File: config.mk
export PLATFORM = sky130hd
export DESIGN_NAME = sspdata_port
export DESIGN_NICKNAME = d
export VERILOG_FILES = /design/src/rtl/sspdata_pkg.sv /design/src/rtl/sspdata_mask.sv /design/src/rtl/sspdata_fifo.sv /design/src/rtl/sspdata_port.sv
export SDC_FILE = /design/constraint.sdc
export NUM_CORES = 1
export LEC_CHECK = 0
export BUFFER_PORTS_ARGS = -buffer_cell sky130_fd_sc_hd__buf_2
export CORE_AREA = 2 2 218 113
export CTS_CLUSTER_DIAMETER = 30
export DETAILED_ROUTE_END_ITERATION = 7
export DIE_AREA = 0 0 220 115
export PLACE_DENSITY_LB_ADDON = 0.2
export SETUP_SLACK_MARGIN = 0.4
export SYNTH_ARGS = -nofsm -noshare
export SYNTH_HDL_FRONTEND = slang
export SYNTH_HIERARCHICAL = 1
export SYNTH_SLANG_ARGS = --single-unit
File: constraint.sdc
create_clock -name clk -period 2.6 [get_ports clk]
set_input_delay 0.26 -clock clk [delete_from_list [all_inputs] [get_ports clk]]
set_output_delay 0.26 -clock clk [all_outputs]
set_load 0.005 [all_outputs]
File: src/rtl/sspdata_pkg.sv
package sspdata_pkg;
  typedef enum logic [1:0] {
    FMT_CLKSER = 2'b00,
    FMT_SYNFRM = 2'b01,
    FMT_3WIRE  = 2'b10,
    FMT_RSVD   = 2'b11
  } frame_fmt_e;

  localparam int unsigned WORD_BITS = 16;
  localparam int unsigned MIN_FRAME = 4;
  localparam int unsigned WIRE3_BITS = 8;
endpackage

File: src/rtl/sspdata_mask.sv
module sspdata_mask
  import sspdata_pkg::*;
#(
  parameter int unsigned W       = WORD_BITS,
  parameter int unsigned MIN_LEN = MIN_FRAME,
  parameter int unsigned W3_LEN  = WIRE3_BITS,
  localparam int unsigned FS_W   = $clog2(W)
) (
  input  logic [FS_W-1:0] frame_m1,
  input  frame_fmt_e      fmt,
  output logic [W-1:0]    tx_mask,
  output logic [W-1:0]    rx_mask
);
  logic [FS_W-1:0] eff_m1;
  logic            wire3;

  always_comb begin
    eff_m1 = (frame_m1 < FS_W'(MIN_LEN - 1)) ? FS_W'(MIN_LEN - 1) : frame_m1;
    wire3  = (fmt == FMT_3WIRE);
  end

  for (genvar i = 0; i < W; i++) begin : g_bit
    assign rx_mask[i] = (FS_W'(i) <= eff_m1);
    assign tx_mask[i] = wire3 ? (i < W3_LEN) : rx_mask[i];
  end
endmodule

File: src/rtl/sspdata_fifo.sv
module sspdata_fifo #(
  parameter int unsigned DEPTH = 8,
  parameter int unsigned W     = 16,
  localparam int unsigned AW   = (DEPTH > 1) ? $clog2(DEPTH) : 1,
  localparam int unsigned CW   = $clog2(DEPTH + 1)
) (
  input  logic          clk,
  input  logic          rst_n,
  input  logic          push,
  input  logic [W-1:0]  din,
  input  logic          pop,
  output logic [W-1:0]  head,
  output logic          empty,
  output logic          full,
  output logic [CW-1:0] level
);
  logic [W-1:0]  mem [DEPTH];
  logic [AW-1:0] wr_ptr_q, wr_ptr_n, rd_ptr_q, rd_ptr_n;
  logic [CW-1:0] cnt_q, cnt_n;
  logic          do_push, do_pop;

  always_comb begin
    empty   = (cnt_q == '0);
    full    = (cnt_q == CW'(DEPTH));
    do_push = push && !full;
    do_pop  = pop && !empty;
    wr_ptr_n = wr_ptr_q;
    rd_ptr_n = rd_ptr_q;
    cnt_n    = cnt_q;
    if (do_push) wr_ptr_n = (wr_ptr_q == AW'(DEPTH - 1)) ? '0 : wr_ptr_q + 1'b1;
    if (do_pop)  rd_ptr_n = (rd_ptr_q == AW'(DEPTH - 1)) ? '0 : rd_ptr_q + 1'b1;
    case ({do_push, do_pop})
      2'b10:   cnt_n = cnt_q + 1'b1;
      2'b01:   cnt_n = cnt_q - 1'b1;
      default: cnt_n = cnt_q;
    endcase
  end

  always_ff @(posedge clk or negedge rst_n) begin
    if (!rst_n) begin
      wr_ptr_q <= '0;
      rd_ptr_q <= '0;
      cnt_q    <= '0;
    end else begin
      wr_ptr_q <= wr_ptr_n;
      rd_ptr_q <= rd_ptr_n;
      cnt_q    <= cnt_n;
    end
  end

  always_ff @(posedge clk) begin
    if (do_push) mem[wr_ptr_q] <= din;
  end

  assign head  = mem[rd_ptr_q];
  assign level = cnt_q;

  AST_FIFO_BOUND: assert property (@(posedge clk) disable iff (!rst_n)
    cnt_q <= CW'(DEPTH));
  AST_FULL_DROP: assert property (@(posedge clk) disable iff (!rst_n)
    (full && push && !pop) |=> ($stable(cnt_q) && $stable(wr_ptr_q)));
  AST_EMPTY_POP: assert property (@(posedge clk) disable iff (!rst_n)
    (empty && pop && !push) |=> ($stable(rd_ptr_q) && empty));
endmodule

File: src/rtl/sspdata_port.sv
module sspdata_port
  import sspdata_pkg::*;
#(
  parameter int unsigned DEPTH    = 8,
  parameter int unsigned ADDR_W   = 12,
  parameter int unsigned BUS_W    = 32,
  parameter logic [11:0] DATA_OFS = 12'h008,
  localparam int unsigned W       = WORD_BITS,
  localparam int unsigned FS_W    = $clog2(W),
  localparam int unsigned CW      = $clog2(DEPTH + 1)
) (
  input  logic              clk,
  input  logic              rst_n,
  input  logic              bus_sel,
  input  logic              bus_wr,
  input  logic [ADDR_W-1:0] bus_addr,
  input  logic [BUS_W-1:0]  bus_wdata,
  output logic [BUS_W-1:0]  bus_rdata,
  input  logic              port_en,
  input  logic [FS_W-1:0]   frame_m1,
  input  logic [1:0]        frame_fmt,
  input  logic              tx_pull,
  output logic [W-1:0]      tx_word,
  input  logic              rx_push,
  input  logic [W-1:0]      rx_word,
  input  logic              ovr_clr,
  output logic              tx_empty,
  output logic              tx_not_full,
  output logic              rx_not_empty,
  output logic              rx_full,
  output logic              rx_overrun
);
  logic [W-1:0]  tx_mask, rx_mask, tx_head, rx_head;
  logic          bus_hit, tx_wr, rx_rd, tx_pop_g, rx_push_g;
  logic          tx_full_i, rx_empty_i;
  logic [CW-1:0] tx_level, rx_level;
  logic          ovr_q, ovr_n;

  sspdata_mask #(.W(W)) u_mask (
    .frame_m1 (frame_m1),
    .fmt      (frame_fmt_e'(frame_fmt)),
    .tx_mask  (tx_mask),
    .rx_mask  (rx_mask)
  );

  always_comb begin
    bus_hit   = bus_sel && (bus_addr == ADDR_W'(DATA_OFS));
    tx_wr     = bus_hit && bus_wr;
    rx_rd     = bus_hit && !bus_wr;
    tx_pop_g  = port_en && tx_pull;
    rx_push_g = port_en && rx_push;
  end

  sspdata_fifo #(.DEPTH(DEPTH), .W(W)) u_txq (
    .clk   (clk),
    .rst_n (rst_n),
    .push  (tx_wr),
    .din   (bus_wdata[W-1:0] & tx_mask),
    .pop   (tx_pop_g),
    .head  (tx_head),
    .empty (tx_empty),
    .full  (tx_full_i),
    .level (tx_level)
  );

  sspdata_fifo #(.DEPTH(DEPTH), .W(W)) u_rxq (
    .clk   (clk),
    .rst_n (rst_n),
    .push  (rx_push_g),
    .din   (rx_word & rx_mask),
    .pop   (rx_rd),
    .head  (rx_head),
    .empty (rx_empty_i),
    .full  (rx_full),
    .level (rx_level)
  );

  always_comb begin
    tx_not_full  = !tx_full_i;
    rx_not_empty = !rx_empty_i;
    tx_word      = tx_empty ? '0 : tx_head;
    bus_rdata    = (rx_rd && !rx_empty_i) ? {{(BUS_W - W){1'b0}}, rx_head} : '0;
  end

  always_comb begin
    ovr_n = ovr_q;
    if (ovr_clr) ovr_n = 1'b0;
    if (rx_push_g && rx_full) ovr_n = 1'b1;
  end

  always_ff @(posedge clk or negedge rst_n) begin
    if (!rst_n) ovr_q <= 1'b0;
    else        ovr_q <= ovr_n;
  end

  assign rx_overrun = ovr_q;

  AST_OVR_SET: assert property (@(posedge clk) disable iff (!rst_n)
    (port_en && rx_push && rx_full) |=> rx_overrun);
  AST_OVR_STICKY: assert property (@(posedge clk) disable iff (!rst_n)
    (rx_overrun && !ovr_clr) |=> rx_overrun);
  AST_DIS_KEEP_TX: assert property (@(posedge clk) disable iff (!rst_n)
    (!port_en && !tx_wr) |=> $stable(tx_level));
  AST_DIS_KEEP_RX: assert property (@(posedge clk) disable iff (!rst_n)
    (!port_en && !rx_rd) |=> $stable(rx_level));
  AST_MISS_NOREAD: assert property (@(posedge clk) disable iff (!rst_n)
    (bus_sel && !bus_wr && bus_addr != ADDR_W'(DATA_OFS) && !rx_push_g) |=> $stable(rx_level));
endmodule

==> impl_results.md <==
- Status: finished clean
- Endpoints failing setup: 0
- Footprint of the multi-input gates: 3730 sq um
- Share of post-route cells with drive strength above 1: between 40% and 50%
- Worst reg2reg path depth: 7
- Global-route wire length before repair: a little under 40000 microns
- Worst path required time: between 2000 and 2500 ps
- I/O pin cnt: about 130
- CTS clk-pin slew, worst paths: roughly 60 ps
- 1st-iter DRT viols: approximately 540
- Slew Limit Fails: 0
- Critical path's most frequent cell: buf_12
- Fraction of registers with async set or reset after synthesis: approximately 7.6%
- Total Nets Final: 911
- Worst flop-to-flop path startpoint: u_txq/level[0]
- Post-synthesis cell count: 655
- Die height: between 100 and 150 microns
- Root buffer cell: clkbuf_16
- Worst hold endpoint: rx_overrun
- Vias in the first global route: around 6600
- Critical Path Fanout Max: 5
- Remaining Overflow, GRT: 0
- ANT nets after route: 0
- Most common cell after layout, fill and taps aside: edfxtp_1
- RD Place Congestion: about 0.73
- # port buffers: between 90 and 100
- H-tree levels: 2
- Inserted Clock Buffers: 37
- Setup crit end kind: output pin
- Slew @ Worst Pin: roughly 500 ps
- WP buf/inv: 4
- Clk_skew: around 25 ps
- Initial Util: roughly half
- Core box area: 23400 sq um
- TritonCTS clock tree: built
- CP Cell Sequence: buf_12, buf_12, buf_16, mux4_2, mux2_4, nor2b_4, buf_2
- First-pass iteration count of the detailed router: 5
- Die width: ~220 microns
- WS Path Type: reg2out
- Fmax: about 0.4 GHz
- Worst EP arrival: about 2300 ps
- Vias per cell: about 5.5
- Seq/Total Area, Yosys: around two thirds
- Vias post-DR: 6445
- Register area: roughly 8000 sq um
- Hold Path Depth: 3
- Bufs on Longest Clock Path: 3
- Syn Area/Cell: about 19 sq um
- Place WS: slightly above 3 ps
- Final instance area: between 10000 and 15000 sq um
- Worst setup SP type: register
- Synthesis-to-finish area growth: 23.3%
- DR WL/cell: 22.6 microns
- Fill count: about 1600
- GR Util All Layers: a little over a fifth
- Cell family with most CP delay: multiplexers
- Final WL: 26300 microns
- Post-DP Area: about 13000 sq um
- RSZ-0062 raised after global routing: true
- Diodes inserted: 0
- Yosys reg bits: between 200 and 300
- Period utilization: 99.0%
- Most frequent cells in the layout: edfxtp_1 (256), buf_2 (80), mux4_2 (60)
- Die ar.: 25300 sq um
- Yosys cell types: 47
- Yosys warnings: 6
- Critical-path top delay cell: mux4_2
- Worst R2R Setup Slack: roughly 260 ps
- HP Start: ovr_clr
- Slowest stage delay, CP: approximately 510 ps
- Clock sink count: 277
- Reg2reg end: u_txq/level[3]
- Placed wire-length estimate: roughly 15000 microns
- Cell Area, Synth: 12100 sq um
- Worst VDD drop: about 0.5 mV
- PD cells: approximately 900 nW/um^2
- Final WS setup: between 20 and 30 ps
- DRC: 0
- Insertion delay of the later-clocked pin in the worst-skew pair: roughly 530 ps
- Lkg Pwr: ~5.3 nW
- Largest net degree at the start of global routing: 35
- Initial antenna violation count: 0
- Final hold vios: 0
- Number of synthesized flops with an enable pin: 256
- # Max-Cap Violations: 0
- Tmin final: 2570 ps
- Rows: 40
- Top_reg_cell synth: edfxtp_1
- Hold Path Class: in2reg
- Headroom to the max-slew limit: around 66%
## synthesized netlist by cell type (all sizes together), types with 3 or more instances
cell    number  area share, %
mux4        64             13
nor2b       19            1.0
mux2        44            4.1
edfxtp     256             63
nand2b       4           0.21
nor3        16           0.66
buf         45            2.8
nor4         5           0.26
o21ai        3           0.12
ha          14            1.4
nor3b        7           0.43
and2        51            2.6
nand3       10           0.41
dfrtp       21            4.3
nor2        18           0.56
inv         18           0.56
or4b         4           0.39
nand2       11           0.46
a21oi        5           0.21
clkbuf      10           0.33
## repair_timing
item | 4_1_cts | 5_1_grt
hold buffers | 1 | 0
resized for setup | 76 | 53
gates cloned | 4 | 2
hold endpoints to repair | 21 | 0
setup buffers | 24 | 6
endpoints found under the setup margin | 35 | 35
pin swaps | 10 | 10
## power by group
part           internal [mW]  switching, mW  total [mW]
Sequential              5.15          0.225        5.38
Combinational           1.70           1.37        3.06
Clock                   2.91           2.03        4.94
## how the worst max path moves through the flow
stage	start	end	slack [ps]	cells past startpoint
after floorplan	bus_addr[2]	u_txq/mem[2][0]	-10	5
after global placement	bus_addr[2]	u_rxq/level[3]	80	11
after detailed placement	bus_addr[10]	u_rxq/level[3]	3	11
after CTS	u_txq/rd_ptr_q[0]	tx_word[10]	-10	7
after global routing	u_txq/rd_ptr_q[0]	tx_word[10]	-30	7
final	u_txq/rd_ptr_q[0]	tx_word[10]	30	7
## area by class of cell
| class | instances | share of cell area (%) |
|---|---|---|
| Tap cell | 315 | 2.63 |
| Inverter | 18 | 0.451 |
| Clock inverter | 28 | 1.66 |
| Timing Repair Buffer | 160 | 8.88 |
| Sequential cell | 277 | 54.9 |
| Clock buffer | 39 | 6.52 |
| Multi-Input combinational cell | 327 | 24.9 |
## registers in the layout (all words and copies together) (netlist names)
register,flops
u_rxq/rd_ptr_q,3
u_rxq/level,4
u_txq/rd_ptr_q,3
u_txq/wr_ptr_q,3
u_txq/mem,128
u_rxq/wr_ptr_q,3
rx_overrun,1
u_rxq/mem,128
u_txq/level,4
## cells by family (layout without fill, tap and decap cells)
| logic type | after synthesis | count (layout) | share of synthesized area, % |
|---|---|---|---|
| AO/OA/AOI/OAI | 20 | 20 | 1.31 |
| XOR/XNOR | 4 | 4 | 0.289 |
| adder cells (fa/ha/maj) | 16 | 16 | 1.77 |
| buffers and inverters | 73 | 245 | 3.73 |
| flip-flops | 277 | 277 | 67.6 |
| multiplexers | 110 | 110 | 17.5 |
| other | 2 | 24 | 0.0618 |
| AND/OR/NAND/NOR | 153 | 153 | 7.67 |
## per-layer routing
layer / vias to the layer above / GRT usage (%) / part of all wire (%)
li1: 2872 / - / -
met1: 3311 / 32.1 / 47
met2: 234 / 31.4 / 45
met3: 28 / 4.44 / 6.7
met4: 0 / 5.55 / 1.3
met5: - / 0 / 0
## stage by stage
stage	total power [mW]	setup TNS, ps	instances	util, %	hold WS [ps]
5_1_grt	14.0	-239	1164	63.9	43.8
2_1_floorplan	7.15	-503	677	-	-35.6
3_3_place_gp	7.77	0	1060	56.2	254
4_1_cts	13.3	-27.3	1156	63.0	23.7
6_report	13.4	0	1164	63.9	55.0
3_5_place_dp	7.88	0	1060	56.2	259
## worst min-delay path, cell delays in order
cell and delay, ps:
buf_2 90, inv_1 50, a22o_1 130
Power figures use the tool's default switching activity.
